## config.mk

```make
export PLATFORM = sky130hd
export DESIGN_NAME = fetch_seq_ctrl
export DESIGN_NICKNAME = d
export VERILOG_FILES = /design/src/rtl/fseq_pkg.sv /design/src/rtl/fseq_hold_merge.sv /design/src/rtl/fseq_fsm.sv /design/src/rtl/fseq_redirect.sv /design/src/rtl/fetch_seq_ctrl.sv
export SDC_FILE = /design/constraint.sdc
export NUM_CORES = 1
export LEC_CHECK = 0
export ABC_AREA = 1
export BUFFER_PORTS_ARGS = -buffer_cell sky130_fd_sc_hd__buf_2
export CORE_AREA = 3 3 92 94
export DETAILED_ROUTE_END_ITERATION = 8
export DIE_AREA = 0 0 95 97
export PLACE_DENSITY = 0.76
export SLEW_MARGIN = 20
export SYNTH_ARGS = -nofsm -noshare
export SYNTH_HDL_FRONTEND = slang
export SYNTH_SLANG_ARGS = --single-unit
```

## constraint.sdc

```tcl
create_clock -name clk -period 3.1 [get_ports clk]
set_input_delay 0.62 -clock clk [delete_from_list [all_inputs] [get_ports clk]]
set_output_delay 0.62 -clock clk [all_outputs]
set_load 0.02 [all_outputs]
```

## src/rtl/fseq_pkg.sv

```systemverilog
package fseq_pkg;

   typedef enum logic [2:0] {
      FS_RUN       = 3'd0,
      FS_HOLD      = 3'd1,
      FS_FLUSH     = 3'd2,
      FS_MISS_WAIT = 3'd3,
      FS_MISS_RDY  = 3'd4
   } fseq_state_e;

   typedef enum logic [1:0] {
      RSRC_NONE = 2'd0,
      RSRC_CMT  = 2'd1,
      RSRC_DEC  = 2'd2
   } fseq_rsrc_e;

endpackage

```

## src/rtl/fseq_hold_merge.sv

```systemverilog
module fseq_hold_merge #(
   parameter int NUM_STALL = 4
) (
   input  logic [NUM_STALL-1:0] stall_i,
   output logic                 any_stall_o
);

   generate
      if (NUM_STALL < 1) begin : g_bad
         $error("fseq_hold_merge: NUM_STALL must be at least 1");
      end

      if (NUM_STALL == 1) begin : g_single
         assign any_stall_o = stall_i[0];
      end else begin : g_tree
         logic [NUM_STALL-1:0] acc;
         assign acc[0] = stall_i[0];
         for (genvar i = 1; i < NUM_STALL; i++) begin : g_or
            assign acc[i] = acc[i-1] | stall_i[i];
         end
         assign any_stall_o = acc[NUM_STALL-1];
      end
   endgenerate

endmodule

```

## src/rtl/fseq_fsm.sv

```systemverilog
module fseq_fsm
   import fseq_pkg::*;
(
   input  logic       clk,
   input  logic       rst_n,
   input  logic       cmt_squash_i,
   input  logic       rob_busy_i,
   input  logic       dec_squash_i,
   input  logic       any_stall_i,
   input  logic       miss_i,
   input  logic       miss_done_i,
   input  logic       fault_i,
   output logic       fetch_en_o,
   output fseq_rsrc_e rsrc_o,
   output logic       cancel_o
);

   fseq_state_e state_q, state_d;
   logic        in_miss;

   assign in_miss = (state_q == FS_MISS_WAIT);

   always_comb begin
      state_d    = state_q;
      rsrc_o     = RSRC_NONE;
      fetch_en_o = 1'b0;
      cancel_o   = 1'b0;
      if (cmt_squash_i) begin
         rsrc_o   = RSRC_CMT;
         state_d  = FS_FLUSH;
         cancel_o = in_miss;
      end else if (rob_busy_i) begin
         state_d = FS_FLUSH;
      end else if (dec_squash_i && (state_q != FS_FLUSH)) begin
         rsrc_o   = RSRC_DEC;
         state_d  = FS_FLUSH;
         cancel_o = in_miss;
      end else if (any_stall_i) begin
         state_d = FS_HOLD;
      end else begin
         case (state_q)
            FS_HOLD, FS_FLUSH: state_d = FS_RUN;
            FS_MISS_WAIT: begin
               if (miss_done_i) state_d = FS_MISS_RDY;
            end
            default: begin
               fetch_en_o = 1'b1;
               if (fault_i)     state_d = FS_HOLD;
               else if (miss_i) state_d = FS_MISS_WAIT;
               else             state_d = FS_RUN;
            end
         endcase
      end
   end

   always_ff @(posedge clk) begin
      if (!rst_n) state_q <= FS_RUN;
      else        state_q <= state_d;
   end

   // miss-wait never fetches
   p_miss_nofetch_r9: assert property (@(posedge clk) disable iff (!rst_n)
      in_miss |-> !fetch_en_o);

   // a fault on a fetching cycle leads to holding
   p_fault_hold_r11: assert property (@(posedge clk) disable iff (!rst_n)
      (fetch_en_o && fault_i) |=> (state_q == FS_HOLD));

   // decode redirect is never taken while recovering
   p_flush_dec_r5: assert property (@(posedge clk) disable iff (!rst_n)
      (state_q == FS_FLUSH) |-> (rsrc_o != RSRC_DEC));

   // completion from miss-wait leads to a fetching cycle
   p_miss_rdy_r9: assert property (@(posedge clk) disable iff (!rst_n)
      (in_miss && miss_done_i && !cmt_squash_i && !rob_busy_i && !dec_squash_i && !any_stall_i)
      |=> (state_q == FS_MISS_RDY));

endmodule

```

## src/rtl/fseq_redirect.sv

```systemverilog
module fseq_redirect
   import fseq_pkg::*;
#(
   parameter int ADDR_W     = 32,
   parameter int INST_BYTES = 4
) (
   input  fseq_rsrc_e        rsrc_i,
   input  logic [ADDR_W-1:0] cmt_pc_i,
   input  logic [ADDR_W-1:0] dec_pc_i,
   input  logic              cmt_mispred_i,
   input  logic [ADDR_W-1:0] cmt_mispred_pc_i,
   input  logic              cmt_taken_i,
   output logic              redir_valid_o,
   output logic [ADDR_W-1:0] redir_pc_o,
   output logic [ADDR_W-1:0] redir_npc_o,
   output logic              bp_upd_o,
   output logic [ADDR_W-1:0] bp_pc_o,
   output logic              bp_taken_o,
   output logic [ADDR_W-1:0] bp_target_o
);

   localparam logic [ADDR_W-1:0] STEP = ADDR_W'(INST_BYTES);

   generate
      if (INST_BYTES < 1 || (INST_BYTES & (INST_BYTES - 1)) != 0) begin : g_bad_size
         $error("fseq_redirect: INST_BYTES must be a power of two");
      end
      if (ADDR_W <= $clog2(INST_BYTES) + 1) begin : g_bad_width
         $error("fseq_redirect: ADDR_W too small for INST_BYTES");
      end
   endgenerate

   always_comb begin
      case (rsrc_i)
         RSRC_CMT: redir_pc_o = cmt_pc_i;
         RSRC_DEC: redir_pc_o = dec_pc_i;
         default:  redir_pc_o = '0;
      endcase
   end

   assign redir_valid_o = (rsrc_i != RSRC_NONE);
   assign redir_npc_o   = redir_pc_o + STEP;
   assign bp_upd_o      = (rsrc_i == RSRC_CMT) && cmt_mispred_i;
   assign bp_pc_o       = cmt_mispred_pc_i;
   assign bp_taken_o    = cmt_taken_i;
   assign bp_target_o   = cmt_pc_i;

endmodule

```

## src/rtl/fetch_seq_ctrl.sv

```systemverilog
module fetch_seq_ctrl
   import fseq_pkg::*;
#(
   parameter int ADDR_W     = 32,
   parameter int INST_BYTES = 4,
   parameter int NUM_STALL  = 4
) (
   input  logic                 clk,
   input  logic                 rst_n,
   input  logic                 cmt_squash_i,
   input  logic [ADDR_W-1:0]    cmt_pc_i,
   input  logic                 cmt_mispred_i,
   input  logic [ADDR_W-1:0]    cmt_mispred_pc_i,
   input  logic                 cmt_taken_i,
   input  logic                 rob_busy_i,
   input  logic                 dec_squash_i,
   input  logic [ADDR_W-1:0]    dec_pc_i,
   input  logic [NUM_STALL-1:0] stall_i,
   input  logic                 miss_i,
   input  logic                 miss_done_i,
   input  logic                 fault_i,
   output logic                 fetch_en_o,
   output logic                 redir_valid_o,
   output logic [ADDR_W-1:0]    redir_pc_o,
   output logic [ADDR_W-1:0]    redir_npc_o,
   output logic                 bp_upd_o,
   output logic [ADDR_W-1:0]    bp_pc_o,
   output logic                 bp_taken_o,
   output logic [ADDR_W-1:0]    bp_target_o,
   output logic                 miss_cancel_o
);

   logic       any_stall;
   fseq_rsrc_e rsrc;

   fseq_hold_merge #(.NUM_STALL(NUM_STALL)) u_hold (
      .stall_i     (stall_i),
      .any_stall_o (any_stall)
   );

   fseq_fsm u_fsm (
      .clk          (clk),
      .rst_n        (rst_n),
      .cmt_squash_i (cmt_squash_i),
      .rob_busy_i   (rob_busy_i),
      .dec_squash_i (dec_squash_i),
      .any_stall_i  (any_stall),
      .miss_i       (miss_i),
      .miss_done_i  (miss_done_i),
      .fault_i      (fault_i),
      .fetch_en_o   (fetch_en_o),
      .rsrc_o       (rsrc),
      .cancel_o     (miss_cancel_o)
   );

   fseq_redirect #(.ADDR_W(ADDR_W), .INST_BYTES(INST_BYTES)) u_redir (
      .rsrc_i           (rsrc),
      .cmt_pc_i         (cmt_pc_i),
      .dec_pc_i         (dec_pc_i),
      .cmt_mispred_i    (cmt_mispred_i),
      .cmt_mispred_pc_i (cmt_mispred_pc_i),
      .cmt_taken_i      (cmt_taken_i),
      .redir_valid_o    (redir_valid_o),
      .redir_pc_o       (redir_pc_o),
      .redir_npc_o      (redir_npc_o),
      .bp_upd_o         (bp_upd_o),
      .bp_pc_o          (bp_pc_o),
      .bp_taken_o       (bp_taken_o),
      .bp_target_o      (bp_target_o)
   );

   // commit redirect wins and suppresses fetch
   p_cmt_wins_r2: assert property (@(posedge clk) disable iff (!rst_n)
      cmt_squash_i |-> (redir_valid_o && (redir_pc_o == cmt_pc_i) && !fetch_en_o));

   // the cycle after any redirect is idle
   p_redir_idle_r8: assert property (@(posedge clk) disable iff (!rst_n)
      redir_valid_o |=> !fetch_en_o);

   // a hold request makes this and the next cycle idle
   p_stall_idle_r6: assert property (@(posedge clk) disable iff (!rst_n)
      (|stall_i) |=> !fetch_en_o);

   // predictor training only on a mispredicting commit redirect
   p_bp_src_r3: assert property (@(posedge clk) disable iff (!rst_n)
      bp_upd_o |-> (cmt_squash_i && cmt_mispred_i));

   // a miss cancel only accompanies a redirect
   p_cancel_redir_r10: assert property (@(posedge clk) disable iff (!rst_n)
      miss_cancel_o |-> redir_valid_o);

endmodule

```

== Yosys cells after proc, flatten, opt, wreduce, memory -nomap -nowiden ==
Cells that the tools add are included.

* Register bits after elaboration: 3
* Bits of input ports: 110
* Output and inout port bits: 133

* Add/sub/neg operators: 1
* Equal/unequal tests: 9
* Muxes and demuxes: 20
* Bitwise gates (word level): 4
* Reductions and logical operators: 7

{| class="wikitable"
|+ Operators by type and width
! cell !! number
|-
| $pmux W32 S2 || 1
|-
| $add A32 B3 Y32 const B || 1
|-
| $mux W2 || 8
|-
| $mux W1 || 8
|-
| $eq A3 B2 Y1 const B || 2
|-
| $mux W3 || 2
|-
| $ne A6 B6 Y1 const B || 1
|-
| $pmux W3 S2 || 1
|-
| $reduce_or A5 Y1 || 1
|-
| $reduce_or A4 Y1 || 1
|-
| $eq A3 B1 Y1 const B || 1
|-
| $ne A3 B2 Y1 const B || 1
|-
| $ne A3 B3 Y1 const B || 1
|-
| $or A1 B1 Y1 || 3
|-
| $reduce_or A3 Y1 || 1
|-
| $eq A2 B1 Y1 const B || 1
|-
| $eq A2 B2 Y1 const B || 1
|-
| $logic_and A1 B1 Y1 || 2
|-
| $ne A2 B2 Y1 const B || 1
|-
| $reduce_bool A2 Y1 || 1
|-
| $reduce_or A2 Y1 || 1
|-
| $not A1 Y1 || 1
|}

== Depth between registers and ports, before layout ==
Gate-level depths: netlist of the first run.

* Word-level depth: 8
* Gate-level depth with buffers: 13
* Depth with buffers taken out: 12

== By module ==
From an unflattened synthesis of the first run, not the netlist that was laid out.

* Cells, all modules: 475
* Area, all modules: 2,347.3 um^2

{| class="wikitable"
|+ By module, submodules not included
! module !! instances !! cells each !! area each (um^2) !! sequential area each (um^2)
|-
| fseq_redirect || 1 || 431 || 2,108.3 || 0.0
|-
| fseq_fsm || 1 || 41 || 227.7 || 60.1
|-
| fseq_hold_merge || 1 || 3 || 11.3 || 0.0
|}

== Worst setup path before layout of the first run ==
OpenSTA, ideal clock, no wires.

* Path kind: input-to-output
* Start point: input port cmt_squash_i
* End point: output port redir_npc_o[18]
* Arrival time: 2.379 ns
* Data required time: 2.480 ns
* Setup slack: 0.101 ns
* Cell stages on the path: 11
* Buffers on the path: 2
* Cells stage by stage: buf_6 -> nor2_8 -> buf_6 -> nand4_1 -> nand2_2 -> ha_1 -> nand3_2 -> inv_1 -> nand2_1 -> nor2_1 -> xor2_1

* Longest elaborated chain between the ends: 4

{| class="wikitable"
|+ Ends and longest elaborated chain
! element !! RTL line !! RTL
|-
| start: declaration || fetch_seq_ctrl.sv:10 || <nowiki>input logic cmt_squash_i,</nowiki>
|-
| $mux W2 * || fseq_fsm.sv:28 || <nowiki>if (cmt_squash_i) begin</nowiki>
|-
| $eq A2 B2 Y1 / $eq A2 B1 Y1 (equally long branches) || fseq_redirect.sv:34 || <nowiki>case (rsrc_i)</nowiki>
|-
| $pmux W32 S2 * || fseq_redirect.sv:34 ||
|-
| via redir_pc_o[2] || fetch_seq_ctrl.sv:24 || <nowiki>output logic [ADDR_W-1:0] redir_pc_o,</nowiki>
|-
| $add A32 B3 Y32 * || fseq_redirect.sv:42 || <nowiki>assign redir_npc_o = redir_pc_o + STEP;</nowiki>
|-
| end: declaration || fetch_seq_ctrl.sv:25 || <nowiki>output logic [ADDR_W-1:0] redir_npc_o,</nowiki>
|}

Mark *: on every way through the listed nets, which the timed path passes. The rest lies on a longest branch.

== Worst setup path after layout of the first run ==
* Start point: input port cmt_squash_i
* End point: output port redir_npc_o[28]

* Longest elaborated chain between the ends: 4

{| class="wikitable"
|+ Ends and longest elaborated chain
! element !! RTL line
|-
| $mux W2 * || fseq_fsm.sv:28
|-
| $eq A2 B2 Y1 / $eq A2 B1 Y1 (equally long branches) || fseq_redirect.sv:34
|-
| $pmux W32 S2 * || fseq_redirect.sv:34
|-
| $add A32 B3 Y32 * || fseq_redirect.sv:42
|}

Every way passes the cells marked *; elsewhere a longest branch is shown, timed or not.

==> impl_metrics.env, run 1 <==
export IMPL_ant_nets=0
export IMPL_rsz0062_at_grt="no"
export IMPL_clock_latency_ps=220
export IMPL_drt_iter0_drc=70
export IMPL_cts_root_buf="clkbuf_8"
export IMPL_ys_async_sr_fraction=0
export IMPL_hold_viol_final=0
export IMPL_largest_registers="u_fsm.state_q x3"
export IMPL_crit_type="input port to primary output"
export IMPL_hp_class="flip-flop to flip-flop"
export IMPL_rows=32
export IMPL_cp_max_fo=15
export IMPL_grt_max_degree=20
export IMPL_drt_first_pass_iters=4
export IMPL_synth_seq_cells=3
export IMPL_cts_tree="built"
export IMPL_synth_common_cells="nand2_1 (144), buf_4 (69), nor2_1 (45)"
export IMPL_finalCriticalPeriod_ps=2900
export IMPL_p_per_area_nw_per_um2=205
export IMPL_cts_buffers=3
export IMPL_htreeDepth=1
export IMPL_cellLeakagePower_nw=1.54
export IMPL_io_buffers=176
export IMPL_seq_area_frac_synth=0.0281
export IMPL_dieArea_um2=9220
export IMPL_largest_reg_flops=3
export IMPL_core_um2=7730
export IMPL_regMostFlops="u_fsm.state_q"
export IMPL_antenna_cells=0
export IMPL_seq_area_um2=60.1
export IMPL_area_growth_pct=29.1
export IMPL_slew_headroom=0.794
export IMPL_placed_area_um2=2700
export IMPL_ioPinCount=243
export IMPL_worstPathArrival_ps=2280
export IMPL_synthCells=401
export IMPL_clkTransAtPathRegs_ps=30
export IMPL_clockBufferDepth=2
export IMPL_fin_util=0.357
export IMPL_status="completed"
export IMPL_fillers=918
export IMPL_grt_overflow=0
export IMPL_cp_required_ps=2480
export IMPL_synth_top_area_frac=0.253
export IMPL_skew_ps=0.914
export IMPL_end_kind="primary output"
export IMPL_vias_per_cell=4.54
export IMPL_gp_congestion=0.892
export IMPL_finalSetupTns_ps=0
export IMPL_cts_setup_buffers=0
export IMPL_worst_slew_pin_slew_ps=306
export IMPL_hpwl_mm=7.49
export IMPL_synth_most_common_cell="nand2_1"
export IMPL_drc_errors=0
export IMPL_die_h_um=97
export IMPL_setup_violations=0
export IMPL_fin_ws_ps=199
export IMPL_grt_usage=0.176
export IMPL_grt_first_pass_wirelength_mm=13.0
export IMPL_drt_total_wl_mm=8.42
export IMPL_synth_area_leader_cell="nand2_1"
export IMPL_dr_total_vias=2808
export IMPL_wire_per_inst_um=13.6
export IMPL_finalCritPeriodShare=0.936
export IMPL_slew_viol_final=0
export IMPL_yosys_top_cells_area="nand2_1 (25%), buf_4 (24%), nand4_1 (8.5%)"
export IMPL_yosysUniqueCellTypes=26
export IMPL_place_ws_ps=166
export IMPL_ir_drop_mv=0.165
export IMPL_fin_nets=628
export IMPL_yosys_most_used_dff="dfxtp_1"
export IMPL_synth_edf_count=0
export IMPL_drv_cap=0
export IMPL_avgSynthCellArea_um2=5.33
export IMPL_synth_area_um2=2140
export IMPL_antenna_found_initial=0
export IMPL_drive_gt1_frac=0.442
export IMPL_die_width_um=95
export IMPL_fmax_mhz=345
export IMPL_first_global_vias=2739
export IMPL_numClockSinks=3
export IMPL_multi_input_area_um2=1390
export IMPL_mappedNetlistNets=512
export IMPL_design_area_um2=2760
export IMPL_ys_warn_count=0
export IMPL_start_util=0.277
export IMPL_start_kind="input port"
[cell families after synthesis]
| logic type | after synthesis | synth area share |
|---|---|---|
| buffers and inverters | 111 | 0.329 |
| DFF | 3 | 0.0281 |
| AOI/OAI and AO/OA | 11 | 0.0322 |
| xor gates and xnor gates | 15 | 0.0614 |
| and+or+nand+nor | 260 | 0.544 |
| adders and majority gates | 1 | 0.00585 |
[area by class of cell]
class                      count  share of cell area
sequential                     3              0.0217
inverter                      31              0.0421
clock buffer                   4              0.0163
multi-input combinational    287               0.503
timing repair buffer         191               0.370
tap                          102              0.0462
[stage by stage]
stage | cells | total power [W] | hold slack [ps]
6_report | 618 | 0.000566 | 617
2_1_floorplan | 401 | 0.000371 | 564
4_1_cts | 618 | 0.000572 | 617
3_3_place_gp | 614 | 0.000454 | 598
3_5_place_dp | 614 | 0.000455 | 610
5_1_grt | 618 | 0.000612 | 666
[power breakdown]
part,internal [W],switching (W)
combinational,0.000144,0.000267
sequential,0.0000404,0.00000101
clock,0.0000877,0.0000260
[worst max-delay path: stages]
cell and delay, ps:
buf_2 150, nor2_8 160, buf_12 150, nand4_1 110, nand2_2 120, nand2_1 90, nor2_2 240, nand2_1 90
nor2_1 210, nand3_1 110, nand2_1 70, buf_2 160
[layer usage]
layer  part of all wire  GRT usage
met3              0.091     0.0334
met1               0.36      0.182
met5                  0          0
met4              0.050     0.0866
met2               0.49      0.327
[layout by cell type (no fill, tap or decap), drive strengths merged]
cell type / n
o21ai: 4
ha: 1
nand4: 29
or2: 2
a32o: 2
dfxtp: 3
nand2: 157
a21oi: 3
nand3: 16
nor2: 56
xor2: 8
inv: 31
clkbuf: 4
xnor2: 7
buf: 191
o22ai: 1
o31ai: 1
[what timing repair did]
item | 4_1_cts | 5_1_grt
gates resized for setup | 0 | 6
setup endpoints to repair | 0 | 11
hold buffers | 0 | 0
[path summary, 6_finish.rpt]
path	to	slack (ps)	from	depth (start not counted)
setup reg to reg	u_fsm.state_q[1]	1740	u_fsm.state_q[2]	9
setup / recovery	redir_npc_o[28]	200	cmt_squash_i	12
hold reg to reg	u_fsm.state_q[2]	620	u_fsm.state_q[2]	5
hold / removal	u_fsm.state_q[2]	620	u_fsm.state_q[2]	5
(Power assumes the default switching activity.)
==> run 2, diff against run 1 <==
Settings changed: CORE_AREA 3 3 92 94 to 3 3 94 96, DIE_AREA 0 0 95 97 to 0 0 97 99, PLACE_DENSITY 0.76 to 0.74.
Clock period 3.1 ns to 3.75 ns, I/O delays scaled along.
==> impl_metrics.env, run 2 (synthesis gave the netlist of run 1 again) <==
export IMPL_p_sw_frac=0.532
export IMPL_regMostFlops="u_fsm.state_q"
export IMPL_start_util=0.263
export IMPL_gp_congestion=0.861
export IMPL_holdWs_ps=614
export IMPL_slew_headroom=0.782
export IMPL_ir_drop_mv=0.129
export IMPL_drv_cap=0
export IMPL_cp_max_fo=16
export IMPL_largest_registers="u_fsm.state_q x3"
export IMPL_skew_ps=1.07
export IMPL_power_switching_w=0.000244
export IMPL_drt_total_wl_mm=8.75
export IMPL_dr_total_vias=2788
export IMPL_setup_violations=0
export IMPL_crit_type="input port to primary output"
export IMPL_core_um2=8130
export IMPL_io_buffers=176
export IMPL_antenna_found_initial=0
export IMPL_fmax_mhz=303
export IMPL_ioPinCount=243
export IMPL_p_per_area_nw_per_um2=173
export IMPL_cts_root_buf="clkbuf_8"
export IMPL_numClockSinks=3
export IMPL_ant_nets=0
export IMPL_cts_tree="built"
export IMPL_end_kind="primary output"
export IMPL_power_frac_seq=0.074
export IMPL_hp_class="flip-flop to flip-flop"
export IMPL_first_global_vias=2741
export IMPL_combPwrFrac=0.720
export IMPL_grt_first_pass_wirelength_mm=13.4
export IMPL_start_kind="input port"
export IMPL_drive_gt1_frac=0.421
export IMPL_worst_slew_pin_slew_ps=327
export IMPL_dieArea_um2=9600
export IMPL_clock_latency_ps=220
export IMPL_intPower_w=0.000215
export IMPL_cp_required_ps=3000
export IMPL_rsz0062_at_grt="no"
export IMPL_finalCritPeriodShare=0.879
export IMPL_wire_per_inst_um=14.3
export IMPL_rrSetupSlack_ps=2260
export IMPL_worstPathArrival_ps=2550
export IMPL_hpwl_mm=7.58
export IMPL_placed_area_um2=2610
export IMPL_hold_viol_final=0
export IMPL_largest_reg_flops=3
export IMPL_layout_common_cells="buf_2 (176), nand2_1 (144), nor2_1 (45)"
export IMPL_cellLeakagePower_nw=1.48
export IMPL_fillers=958
export IMPL_rows=33
export IMPL_vias_per_cell=4.56
export IMPL_finalCriticalPeriod_ps=3300
export IMPL_fin_nets=618
export IMPL_layout_commonest_cell="buf_2"
export IMPL_area_growth_pct=24.3
export IMPL_cts_hold_buf=0
export IMPL_finalSetupTns_ps=0
export IMPL_drt_first_pass_iters=4
export IMPL_slew_viol_final=0
export IMPL_grt_usage=0.170
export IMPL_clkPwrFrac=0.206
export IMPL_design_area_um2=2660
export IMPL_antenna_cells=0
export IMPL_status="completed"
export IMPL_cts_setup_buffers=0
export IMPL_postCtsResizedCells=0
export IMPL_fin_util=0.327
export IMPL_clkTransAtPathRegs_ps=30
export IMPL_grt_max_degree=29
export IMPL_clockBufferDepth=2
export IMPL_grt_overflow=0
export IMPL_drt_iter0_drc=68
export IMPL_cts_buffers=3
export IMPL_drc_errors=0
export IMPL_die_width_um=97
export IMPL_die_h_um=99
export IMPL_htreeDepth=1
## run 2: cell count changes in the layout (fill, tap and decap cells not counted), sizes merged
| cell | delta |
|---|---|
| buf | -10 |
## run 2: worst max-delay path, cell delays in order
cell and delay [ps]:
buf_2 290, buf_4 270, nand4_1 110, nand2_1 170, nand2_1 110, nor2_1 150
nand2_1 100, nor2_2 150, xor2_1 230, buf_2 210
## run 2: power by group through the flow
stage	logic [W]	clock network (W)	registers, W
final	0.000331	0.0000948	0.0000341
after global routing	0.000359	0.000101	0.0000343
after global placement	0.000334	0	0.0000345
after floorplan	0.000272	0	0.0000344
after detailed placement	0.000334	0	0.0000345
after CTS	0.000335	0.0000968	0.0000341
## run 2: stage by stage
step	cells	setup WS, ps	total power [W]
2_1_floorplan	401	491	0.000306
3_3_place_gp	607	447	0.000368
3_5_place_dp	607	455	0.000369
4_1_cts	611	450	0.000466
5_1_grt	611	267	0.000494
6_report	611	453	0.000460
## run 2: final timing paths
check,start,to,cells past startpoint
max,dec_squash_i,redir_npc_o[15],10
min,u_fsm.state_q[2],u_fsm.state_q[2],5
max reg2reg,u_fsm.state_q[2],u_fsm.state_q[1],9
min reg2reg,u_fsm.state_q[2],u_fsm.state_q[2],5
## run 2: final cells by class
| type | instances | area [um^2] | share of cell area |
|---|---|---|---|
| Sequential cell | 3 | 60.1 | 0.0226 |
| Multi-Input combinational cell | 287 | 1380 | 0.517 |
| Clock buffer | 4 | 45.0 | 0.0169 |
| Inverter | 31 | 116 | 0.0438 |
| Tap cell | 105 | 131 | 0.0494 |
| Timing Repair Buffer | 181 | 931 | 0.350 |
## run 2: routing by layer
metal  wire, um  GRT usage  up-vias
li1           -          -     1410
met1       3310      0.179     1211
met2       4320      0.324      131
met3        804     0.0439       36
met4        316     0.0648        0
met5          0          0        -
